`config.mk`:
```
export PLATFORM = sky130hd
export DESIGN_NAME = irq_status_mask
export DESIGN_NICKNAME = d
export VERILOG_FILES = /design/src/rtl/isu_pkg.sv /design/src/rtl/isu_pend_bank.sv /design/src/rtl/isu_mask_ctrl.sv /design/src/rtl/irq_status_mask.sv
export SDC_FILE = /design/constraint.sdc
export NUM_CORES = 1
export LEC_CHECK = 0
export BUFFER_PORTS_ARGS = -buffer_cell sky130_fd_sc_hd__buf_4
export CAP_MARGIN = 20
export CORE_MARGIN = 3
export CORE_UTILIZATION = 48
export DETAILED_ROUTE_END_ITERATION = 6
export PLACE_DENSITY = 0.94
export SYNTH_ARGS = -nofsm -noshare
export SYNTH_HDL_FRONTEND = slang
export SYNTH_SLANG_ARGS = --single-unit
```
`constraint.sdc`:
```
create_clock -name clk -period 2.6 [get_ports clk]
set_clock_uncertainty 0.1 [all_clocks]
set_input_delay 0.26 -clock clk [delete_from_list [all_inputs] [get_ports clk]]
set_output_delay 0.26 -clock clk [all_outputs]
set_load 0.02 [all_outputs]
```
`src/rtl/isu_pkg.sv`:
```
package isu_pkg;
  localparam int unsigned NUM_PERIPH = 6;
  localparam int unsigned ARB_IDX    = 5;
  localparam int unsigned REL_CYCLES = 2;
  localparam int unsigned STAT_W     = NUM_PERIPH + 2;
endpackage

```
`src/rtl/isu_pend_bank.sv`:
```
module isu_pend_bank #(
  parameter int unsigned N = isu_pkg::NUM_PERIPH
) (
  input  logic         clk,
  input  logic         rst_n,
  input  logic [N-1:0] req,
  input  logic [N-1:0] ack,
  input  logic         wd_req,
  input  logic         stat_rd,
  output logic [N-1:0] pend,
  output logic         wd_pend
);

  logic [N-1:0] pend_d;
  logic [N-1:0] pend_q;
  logic         wd_d;
  logic         wd_q;

  for (genvar i = 0; i < N; i++) begin : g_cell
    always_comb begin
      pend_d[i] = pend_q[i];
      if (ack[i]) pend_d[i] = 1'b0;
      if (req[i]) pend_d[i] = 1'b1;
    end

    always_ff @(posedge clk or negedge rst_n) begin
      if (!rst_n) pend_q[i] <= 1'b0;
      else        pend_q[i] <= pend_d[i];
    end

    assert_req_sets_R3: assert property (@(posedge clk) disable iff (!rst_n)
      req[i] |=> pend_q[i]);
    assert_hold_no_ack_R3: assert property (@(posedge clk) disable iff (!rst_n)
      (pend_q[i] && !ack[i]) |=> pend_q[i]);
  end

  always_comb begin
    wd_d = wd_q;
    if (stat_rd) wd_d = 1'b0;
    if (wd_req)  wd_d = 1'b1;
  end

  always_ff @(posedge clk or negedge rst_n) begin
    if (!rst_n) wd_q <= 1'b0;
    else        wd_q <= wd_d;
  end

  assert_wd_sets_R7: assert property (@(posedge clk) disable iff (!rst_n)
    wd_req |=> wd_q);

  assign pend    = pend_q;
  assign wd_pend = wd_q;

endmodule

```
`src/rtl/isu_mask_ctrl.sv`:
```
module isu_mask_ctrl #(
  parameter int unsigned N          = isu_pkg::NUM_PERIPH,
  parameter int unsigned REL_CYCLES = isu_pkg::REL_CYCLES
) (
  input  logic         clk,
  input  logic         rst_n,
  input  logic         wr_stb,
  input  logic [N-1:0] wr_bits,
  input  logic         line_active,
  output logic [N-1:0] mask,
  output logic         rel_active
);

  localparam int unsigned REL_W = $clog2(REL_CYCLES + 1);

  logic [N-1:0]     mask_d;
  logic [N-1:0]     mask_q;
  logic [REL_W-1:0] rel_d;
  logic [REL_W-1:0] rel_q;
  logic             mask_en;

  assign mask_en = wr_stb;

  always_comb begin
    mask_d = mask_q;
    if (mask_en) mask_d = wr_bits;
  end

  always_comb begin
    rel_d = rel_q;
    if (rel_q != '0) rel_d = rel_q - 1'b1;
    if (wr_stb && line_active) rel_d = REL_W'(REL_CYCLES);
  end

  always_ff @(posedge clk or negedge rst_n) begin
    if (!rst_n) begin
      mask_q <= '0;
      rel_q  <= '0;
    end else begin
      mask_q <= mask_d;
      rel_q  <= rel_d;
    end
  end

  assign mask       = mask_q;
  assign rel_active = (rel_q != '0);

  assert_mask_load_R2: assert property (@(posedge clk) disable iff (!rst_n)
    wr_stb |=> (mask_q == $past(wr_bits)));
  assert_mask_stable_R2: assert property (@(posedge clk) disable iff (!rst_n)
    !wr_stb |=> $stable(mask_q));

endmodule

```
`src/rtl/irq_status_mask.sv`:
```
module irq_status_mask
  import isu_pkg::*;
(
  input  logic                  clk,
  input  logic                  rst_n,
  input  logic [NUM_PERIPH-1:0] src_req,
  input  logic [NUM_PERIPH-1:0] src_ack,
  input  logic                  wdog_req,
  input  logic                  reg_wr,
  input  logic                  reg_rd,
  input  logic [STAT_W-1:0]     reg_wdata,
  output logic [STAT_W-1:0]     reg_rdata,
  output logic                  irq_n
);

  localparam logic [NUM_PERIPH-1:0] HIDE_SEL = NUM_PERIPH'(1) << ARB_IDX;

  logic [NUM_PERIPH-1:0] pend;
  logic                  wd_pend;
  logic [NUM_PERIPH-1:0] mask;
  logic                  rel_active;
  logic                  raw_req;
  logic                  line_active;
  logic                  unused_wbits;

  assign unused_wbits = reg_wdata[STAT_W-1] ^ reg_wdata[0];

  isu_pend_bank #(.N(NUM_PERIPH)) u_bank (
    .clk     (clk),
    .rst_n   (rst_n),
    .req     (src_req),
    .ack     (src_ack),
    .wd_req  (wdog_req),
    .stat_rd (reg_rd),
    .pend    (pend),
    .wd_pend (wd_pend)
  );

  isu_mask_ctrl #(.N(NUM_PERIPH), .REL_CYCLES(REL_CYCLES)) u_mask (
    .clk         (clk),
    .rst_n       (rst_n),
    .wr_stb      (reg_wr),
    .wr_bits     (reg_wdata[NUM_PERIPH:1]),
    .line_active (line_active),
    .mask        (mask),
    .rel_active  (rel_active)
  );

  assign raw_req     = (|(pend & ~mask)) | wd_pend;
  assign line_active = raw_req && !rel_active;
  assign irq_n       = !line_active;
  assign reg_rdata   = {wd_pend, pend & ~(mask & HIDE_SEL), 1'b0};

  assert_wd_unmaskable_R7: assert property (@(posedge clk) disable iff (!rst_n)
    (wd_pend && !rel_active) |-> !irq_n);
  assert_release_R8: assert property (@(posedge clk) disable iff (!rst_n)
    (reg_wr && !irq_n) |=> irq_n);
  assert_arb_hidden_R5: assert property (@(posedge clk) disable iff (!rst_n)
    mask[ARB_IDX] |-> !reg_rdata[ARB_IDX+1]);
  assert_masked_quiet_R6: assert property (@(posedge clk) disable iff (!rst_n)
    (!wd_pend && ((pend & ~mask) == '0)) |-> irq_n);

endmodule

```
Word-level counts from Yosys, hierarchy flattened
Index checks and enable logic that the tools add are counted.

storage, ports and cells
  bits in registers = 15
  output and inout port bits = 9
  word-level logic and storage cells = 45

operators by class
  add/subtract/negate cells = 1
  mux-type cells = 16
  bitwise logic cells = 5
  reductions and logical operators = 14

operators by type and width
  kind                                              number
  nonzero test 2 bit                                9
  two-way mux 1 bit                                 14
  AND 6 bit                                         2
  NOT 6 bit                                         2
  OR reduction 6 bit                                1
  two-way mux 2 bit                                 2
  logical AND 1 bit                                 2
  zero test 1 bit                                   2
  subtractor 2 x 1 -> 2 bit, second input constant  1
  bitwise OR 1 bit                                  1

Logic depth before layout (Yosys ltp)
Gate-level depths: netlist of run 1.

  depth after elaboration = 7
  mapped depth = 6
  depth with buffers taken out = 6

Cells and area by module
From an unflattened synthesis of run 1, not the netlist that was laid out.

unflattened totals
  cells, all modules = 59
  area total of the unflattened synthesis = 720.7 um^2

modules (own cells, without submodules)
  module           times used  cells each  area an instance (um^2)  sequential area each (um^2)
  isu_mask_ctrl    1           25          360.3                    200.2
  isu_pend_bank    1           21          254.0                    175.2
  irq_status_mask  1           13          106.4                    0.0

Least setup slack after synthesis of run 1
Ideal clock, no wire load.

  kind = register to output
  start = register u_bank.pend_q[2], in the netlist u_bank.pend[2]
  end = output irq_n
  data arrival time = 1.102 ns
  data required time = 2.240 ns
  path slack = 1.138 ns
  stages on the path, launching flop included = 5
  cells stage by stage = dfrtp_1 nor2b_4 a2111oi_4 nand3_1 nand2_1

on the way
  longest elaborated chain between the ends = 5

RTL lines
  item                              RTL line               RTL
  start: declaration                isu_pend_bank.sv:15    logic [N-1:0] pend_q;
  start signal: indexed assignment  isu_pend_bank.sv:28    else pend_q[i] <= pend_d[i];
  AND 6 bit                         irq_status_mask.sv:49  assign raw_req = (|(pend & ~mask)) | wd_pend;
  OR reduction 6 bit                irq_status_mask.sv:49
  bitwise OR 1 bit                  irq_status_mask.sv:49
  logical AND 1 bit                 irq_status_mask.sv:50  assign line_active = raw_req && !rel_active;
  zero test 1 bit                   irq_status_mask.sv:51  assign irq_n = !line_active;
  end: declaration                  irq_status_mask.sv:13  output logic irq_n

Every way passes these cells.

Worst setup path after layout of run 1
Same ends and word-level chain as after synthesis.

==> reports/metrics.cfg, run 1 <==
[cells_and_area]
postLayoutCoreUtil=0.704
flow.area_growth_from_synthesis_pct=30.3
finish.net_count=123
fillers=101
finish.cell_count_without_fillers=111
layout-drive-gt1-share=0.427
antenna_cells=0

[sta]
finalSetupViolations=0
setup_total_negative_slack_ps=0
post-route-period-util=0.718
period_minus_slack_ps=1870
fin_ws_ps=733
rsz_0062_raised_after_global_routing=false
max_slew_violation_count=0
achievable-frequency_mhz=536
timing_hold_violations_final=0

[floorplanning]
ioPinCount=34
start_util=0.540
die-area_sq_mm=0.00204
floorplan.die.width_um=45.2
placementRows=13
core-area_sq_mm=0.00137
dieHeight_um=45.2

[synthesis]
synth-edff-count=0
dominant_cells_by_area_after_synthesis=dfrtp_1 (51%), a21o_1 (7.1%), buf_4 (7.1%), inv_1 (7.1%), mux2_2 (4.6%)
seq_area_frac_synth=0.508
ys_types=21
syn_avg_cell_area_sq_um=10.7
async_flop_share=1.00
syn_area_sq_um=738
netlist.area_leader.share=0.508
ff_latch_count_synth=15
synth.net_count=95
syn_inst=69
yosysWarningCount=0
synth-main-ff-cell=dfrtp_1
synth.largest_area_cell=dfrtp_1

[detailed_routing]
detailedRoute.firstIterationViolations=6
via_per_inst=4.93
final_antenna_net_count=0
total_wirelength_um=1460
route.vias.total=547
drc=0
drt_pass1_iterations=4
detail_routed_net_length_per_standard_cell_um=13.1

[power_and_ir_drop]
power_switching_share=0.323
seqPwrFrac=0.460
vdd_drop_max_uv=473
combPwrFrac=0.332
power-per-cell-area_mw_per_mm2=653
power_switching_mw=0.203
cellLeakagePower_nw=0.519
clock_power_share=0.207
cellInternalPower_mw=0.426

[grt]
largest_net_degree_at_the_start_of_global_routing=16
gr-max-usage-layer=met2
grt_overflow=0
grt_first_pass_wirelength_um=2180
met2_routing_resource_usage_after_global_routing=0.314
global_route_met1_usage=0.130
gr-usage-met3=0.0239
gr-usage-all-layers=0.149
grt_antenna_before_repair=0
vias_in_the_first_global_route=559

[clock_tree]
clock_tree.buffer_depth=2
cts_post_setup_buffers_inserted=0
root_buffer=clkbuf_4
cts.sinks=15
cts_tree=done
cts.htree.levels=1
cts_inserted_buffers=3
worstSkewPairLatency_ps=280
clk_transition_reported_paths_ps=90

[placement]
place_hpwl_um=1170
place_worst_setup_slack_ps=1030
place.detailed.instances=106
gp_congestion=0.662
numPortBuffers=30

[worst_setup_path]
timing.reg2reg.setup_slack_ps=1190
crit_arrival_ps=1510
timing_worst_setup_path_type=reg2out
rr_endpoint=u_mask.rel_q[1]
r2r-start=u_mask.rel_q[0]
critical_path.endpoint_type=primary output
critical_path.startpoint_type=flip-flop
worstPathRequired_ps=2240
path_max_fanout=3
worstRegToRegCells=6

[worst_hold_path]
min_delay_path_depth=2
hold_path_end=u_bank.pend[4]
worstHoldStart=src_req[4]
min_path_type=in2reg

[run_status]
status=finished clean

[flow_run]
drv.max_cap_violation_count=0

[worst max-delay path, stage by stage, from the launching register on]
cell and delay (ps):
dfrtp_1 410, nor2b_4 140, a2111oi_4 320, nand3_1 140, nand2_1 90, buf_4 130
[through the flow]
stage          hold slack, ps  power, mW  cell area (sq um)
3_5_place_dp             21.9      0.503                925
2_1_floorplan            -136      0.427                738
3_3_place_gp             20.6      0.479                925
5_1_grt                  40.3      0.669                962
6_report                 50.9      0.628                962
4_1_cts                  49.3      0.635                962
[repair_timing]
action | CTS | global route
hold endpoints to repair | 15 | 0
resized for setup | 0 | 0
endpoints found under the setup margin | 0 | 0
hold buffers | 1 | 0
[registers in the layout, indices dropped and copies added (netlist names)]
register,flops
u_bank.pend,6
u_bank.wd_pend,1
u_mask.mask,6
u_mask.rel_q,2
[placed cells by master, fill, tap and decap left out, types with 2 or more instances in the layout]
cell / synthesis / final
a21o_1: 7 / 7
nand2_1: 4 / 4
a31oi_1: 2 / 2
buf_4: 7 / 30
inv_1: 14 / 14
mux2_2: 3 / 3
dfrtp_1: 15 / 15
clkbuf_4: 0 / 3
o21ai_0: 4 / 4
[synthesized netlist by cell type, types with 2 or more instances]
cell type and number:
a31oi_1 2, a21o_1 7, o21ai_0 4, dfrtp_1 15
mux2_2 3, buf_4 7, nand2_1 4, inv_1 14
[power by group through the flow]
stage / Sequential, mW / Combinational [mW] / Clock, mW
final: 0.289 / 0.209 / 0.130
after floorplan: 0.287 / 0.139 / 0
after CTS: 0.289 / 0.212 / 0.134
after global placement: 0.290 / 0.189 / 0
after global routing: 0.292 / 0.232 / 0.144
after detailed placement: 0.294 / 0.209 / 0
[how the worst max path moves through the flow]
stage | start | endpoint | cells past startpoint | slack, ps
after floorplan | u_bank.pend[2] | irq_n | 4 | 1140
after global placement | u_bank.pend[2] | irq_n | 5 | 1060
after detailed placement | u_bank.pend[2] | irq_n | 5 | 1030
after CTS | u_bank.pend[2] | irq_n | 5 | 720
after global routing | u_bank.pend[2] | irq_n | 5 | 660
final | u_bank.pend[2] | irq_n | 5 | 730
[routing by layer]
layer	wire length (um)	part of all wire
met1	524	0.36
met2	829	0.57
met3	60	0.041
met4	44	0.030
met5	0	0
[kinds of logic (layout without fill, tap and decap cells)]
family | after synthesis | count (layout) | share of synthesized area
other | 1 | 1 | 0.00508
buffers and inverters | 23 | 50 | 0.154
xor gates and xnor gates | 1 | 1 | 0.0119
muxes | 3 | 3 | 0.0458
and+or+nand+nor | 8 | 8 | 0.0644
AOI/OAI and AO/OA | 17 | 17 | 0.193
adders and majority gates | 1 | 1 | 0.0169
DFF | 15 | 15 | 0.508
[area by class of cell]
cell class                      instances  area [sq um]  area share
Clock buffer                            3          22.5      0.0234
Clock inverter                          1          5.00     0.00520
Inverter                               15          56.3      0.0585
Multi-Input combinational cell         31           249       0.259
Sequential cell                        15           375       0.390
Tap cell                               15          18.8      0.0195
Timing Repair Buffer                   31           235       0.244
No activity file was read; power rests on OpenSTA's default activity.
==> inputs of run 2 (changes only) <==
CORE_UTILIZATION = 44   (was 48)
PLACE_DENSITY = 0.88   (was 0.94)
clock period = 1.95 ns   (was 2.6 ns; I/O delays follow)
==> run 2 against run 1 <==
Compared with the run above: largest cell class unchanged; wire length grew 8.4%; critical endpoint unchanged; clock power grew 34%; highest routed layer is now met3; worst hold slack lost 26 ps; core utilization shrank 3.5 points.
==> reports/metrics.cfg, run 2 (synthesized netlist as in run 1, its figures left out) <==
[placement]
place_worst_setup_slack_ps=439  ; was 1030 ps
numPortBuffers=30  ; unchanged
gp_congestion=0.664  ; was 0.662
post_dp_cell_area_sq_um=926  ; was 925 sq um
place_hpwl_um=1130  ; was 1170 um

[worst_hold_path]
worstHoldStart=reg_wdata[5]  ; was src_req[4]
min_delay_path_depth=3  ; was 2
hold_path_end=u_mask.mask[4]  ; was u_bank.pend[4]
min_path_type=in2reg  ; unchanged

[worst_setup_path]
timing_worst_setup_path_type=reg2out  ; unchanged
r2r-start=u_bank.pend[2]  ; was u_mask.rel_q[0]
critical-path-max-stage-delay_ps=420  ; was 410 ps
cp.buffers_inverters=1  ; unchanged
timing.reg2reg.setup_slack_ps=530  ; was 1190 ps
crit_arrival_ps=1540  ; was 1510 ps
worst_path_max_delay_cell=dfrtp_1  ; unchanged
critical_path.endpoint_type=primary output  ; unchanged
worstPathRequired_ps=1650  ; was 2240 ps
crit_path_cell_trace=nor2b_4, a2111oi_4, nand3_1, nand2_1, buf_4  ; unchanged
rr_endpoint=u_mask.rel_q[0]  ; was u_mask.rel_q[1]
critical_path.startpoint_type=flip-flop  ; unchanged
crit_family=flip-flops  ; unchanged
worstRegToRegCells=4  ; was 6
path_max_fanout=3  ; unchanged

[grt]
grt_first_pass_wirelength_um=2660  ; was 2180 um
grt_overflow=0  ; unchanged
largest_net_degree_at_the_start_of_global_routing=16  ; unchanged
vias_in_the_first_global_route=613  ; was 559
grt_antenna_before_repair=0  ; unchanged
gr-usage-all-layers=0.168  ; was 0.149

[power_and_ir_drop]
total_power_mw=0.848  ; was 0.628 mW
vdd_drop_max_uv=468  ; was 473 uV
power-per-cell-area_mw_per_mm2=821  ; was 653 mW/mm^2
cellLeakagePower_nw=0.546  ; was 0.519 nW

[sta]
setup_total_negative_slack_ps=0  ; unchanged
holdWs_ps=25.0  ; was 50.9 ps
rsz_0062_raised_after_global_routing=false  ; unchanged
post-route-period-util=0.941
finalSetupViolations=0  ; unchanged
fin_ws_ps=115  ; was 733 ps
achievable-frequency_mhz=545
max_slew_violation_count=0  ; unchanged
timing_hold_violations_final=0  ; unchanged
period_minus_slack_ps=1840

[detailed_routing]
via_per_inst=4.79  ; was 4.93
final_antenna_net_count=0  ; unchanged
total_wirelength_um=1580  ; was 1460 um
drc=0  ; unchanged
detailedRoute.firstIterationViolations=5  ; was 6
detail_routed_net_length_per_standard_cell_um=13.3  ; was 13.1 um
route.vias.total=570  ; was 547
drt_pass1_iterations=3  ; was 4

[cells_and_area]
finish.instance_area_sq_mm=0.00103  ; was 962 sq um
final_common_cell=buf_4  ; unchanged
flow.area_growth_from_synthesis_pct=39.8  ; was 30.3%
layout_common_cells=buf_4 (30), dfrtp_1 (15), inv_1 (14), dlygate4sd3_1 (8), a21o_1 (7)  ; was buf_4 (30), dfrtp_1 (15), inv_1 (14), a21o_1 (7)
antenna_cells=0  ; unchanged
layout-drive-gt1-share=0.388  ; was 0.427
finish.net_count=130  ; was 123

[flow_run]
drv.max_cap_violation_count=0  ; unchanged

[clock_tree]
clk_transition_reported_paths_ps=90  ; about the same
root_buffer=clkbuf_4  ; unchanged
cts.sinks=15  ; unchanged
clock_tree.buffer_depth=2  ; unchanged
cts_inserted_buffers=3  ; unchanged
cts_tree=done  ; unchanged
cts_resized=0  ; unchanged
worstSkewPairLatency_ps=270  ; was 280 ps
cts.htree.levels=1  ; unchanged

[floorplanning]
dieHeight_um=47.0  ; was 45.2 um
ioPinCount=34  ; unchanged
floorplan.die.width_um=47.0  ; was 45.2 um
placementRows=14  ; was 13
die-area_sq_mm=0.00221  ; was 0.00204 sq mm
core-area_sq_mm=0.00154  ; was 0.00137 sq mm
start_util=0.479  ; was 0.540

[run_status]
status=finished clean  ; unchanged

-- run 2: worst max-delay path by stage --
| stage | from | endpoint | slack [ps] | cells after the start |
|---|---|---|---|---|
| global route | u_bank.pend[2] | irq_n | 2 | 5 |
| CTS | u_bank.pend[2] | irq_n | 120 | 5 |
| global placement | u_bank.pend[2] | irq_n | 470 | 5 |
| finish | u_bank.pend[2] | irq_n | 110 | 5 |
| floorplan | u_bank.pend[2] | irq_n | 550 | 4 |
| detailed placement | u_bank.pend[2] | irq_n | 440 | 5 |
-- run 2: layout make-up --
class | instances | area [sq um]
Clock buffer | 4 | 26.3
Inverter | 15 | 56.3
Multi-Input combinational cell | 31 | 249
Fill cell | 113 | 509
Tap cell | 16 | 20.0
Timing Repair Buffer | 38 | 305
Sequential cell | 15 | 375
-- run 2: power by group --
| part | internal, mW | switching (mW) | leakage (nW) |
|---|---|---|---|
| Sequential | 0.356 | 0.0312 | 0.170 |
| Combinational | 0.143 | 0.144 | 0.360 |
| Clock | 0.0792 | 0.0948 | 0.0150 |
-- run 2: repair_timing --
action,in CTS,in global routing
endpoints found under the hold margin,21,1
setup endpoints to repair,0,0
buffers inserted,0,0
hold buffers,7,1
-- run 2: metrics by stage --
| step | util | std cells |
|---|---|---|
| 5_1_grt | 0.670 | 119 |
| 3_3_place_gp | 0.601 | 107 |
| 4_1_cts | 0.663 | 118 |
| 6_report | 0.670 | 119 |
| 3_5_place_dp | 0.601 | 107 |
| 2_1_floorplan | - | 69 |
-- run 2: tightest hold or removal path: cells and delay by family --
| family | cells | cell delay [ps] |
|---|---|---|
| AO/OA/AOI/OAI | 1 | 60 |
| buffers and inverters | 1 | 80 |
| AND/OR/NAND/NOR | 1 | 40 |
-- run 2: per-layer routing --
| layer | GRT usage | part of all wire |
|---|---|---|
| met4 | 0.0497 | 0 |
| met2 | 0.293 | 0.59 |
| met3 | 0.0268 | 0.021 |
| met1 | 0.213 | 0.39 |
| met5 | 0 | 0 |
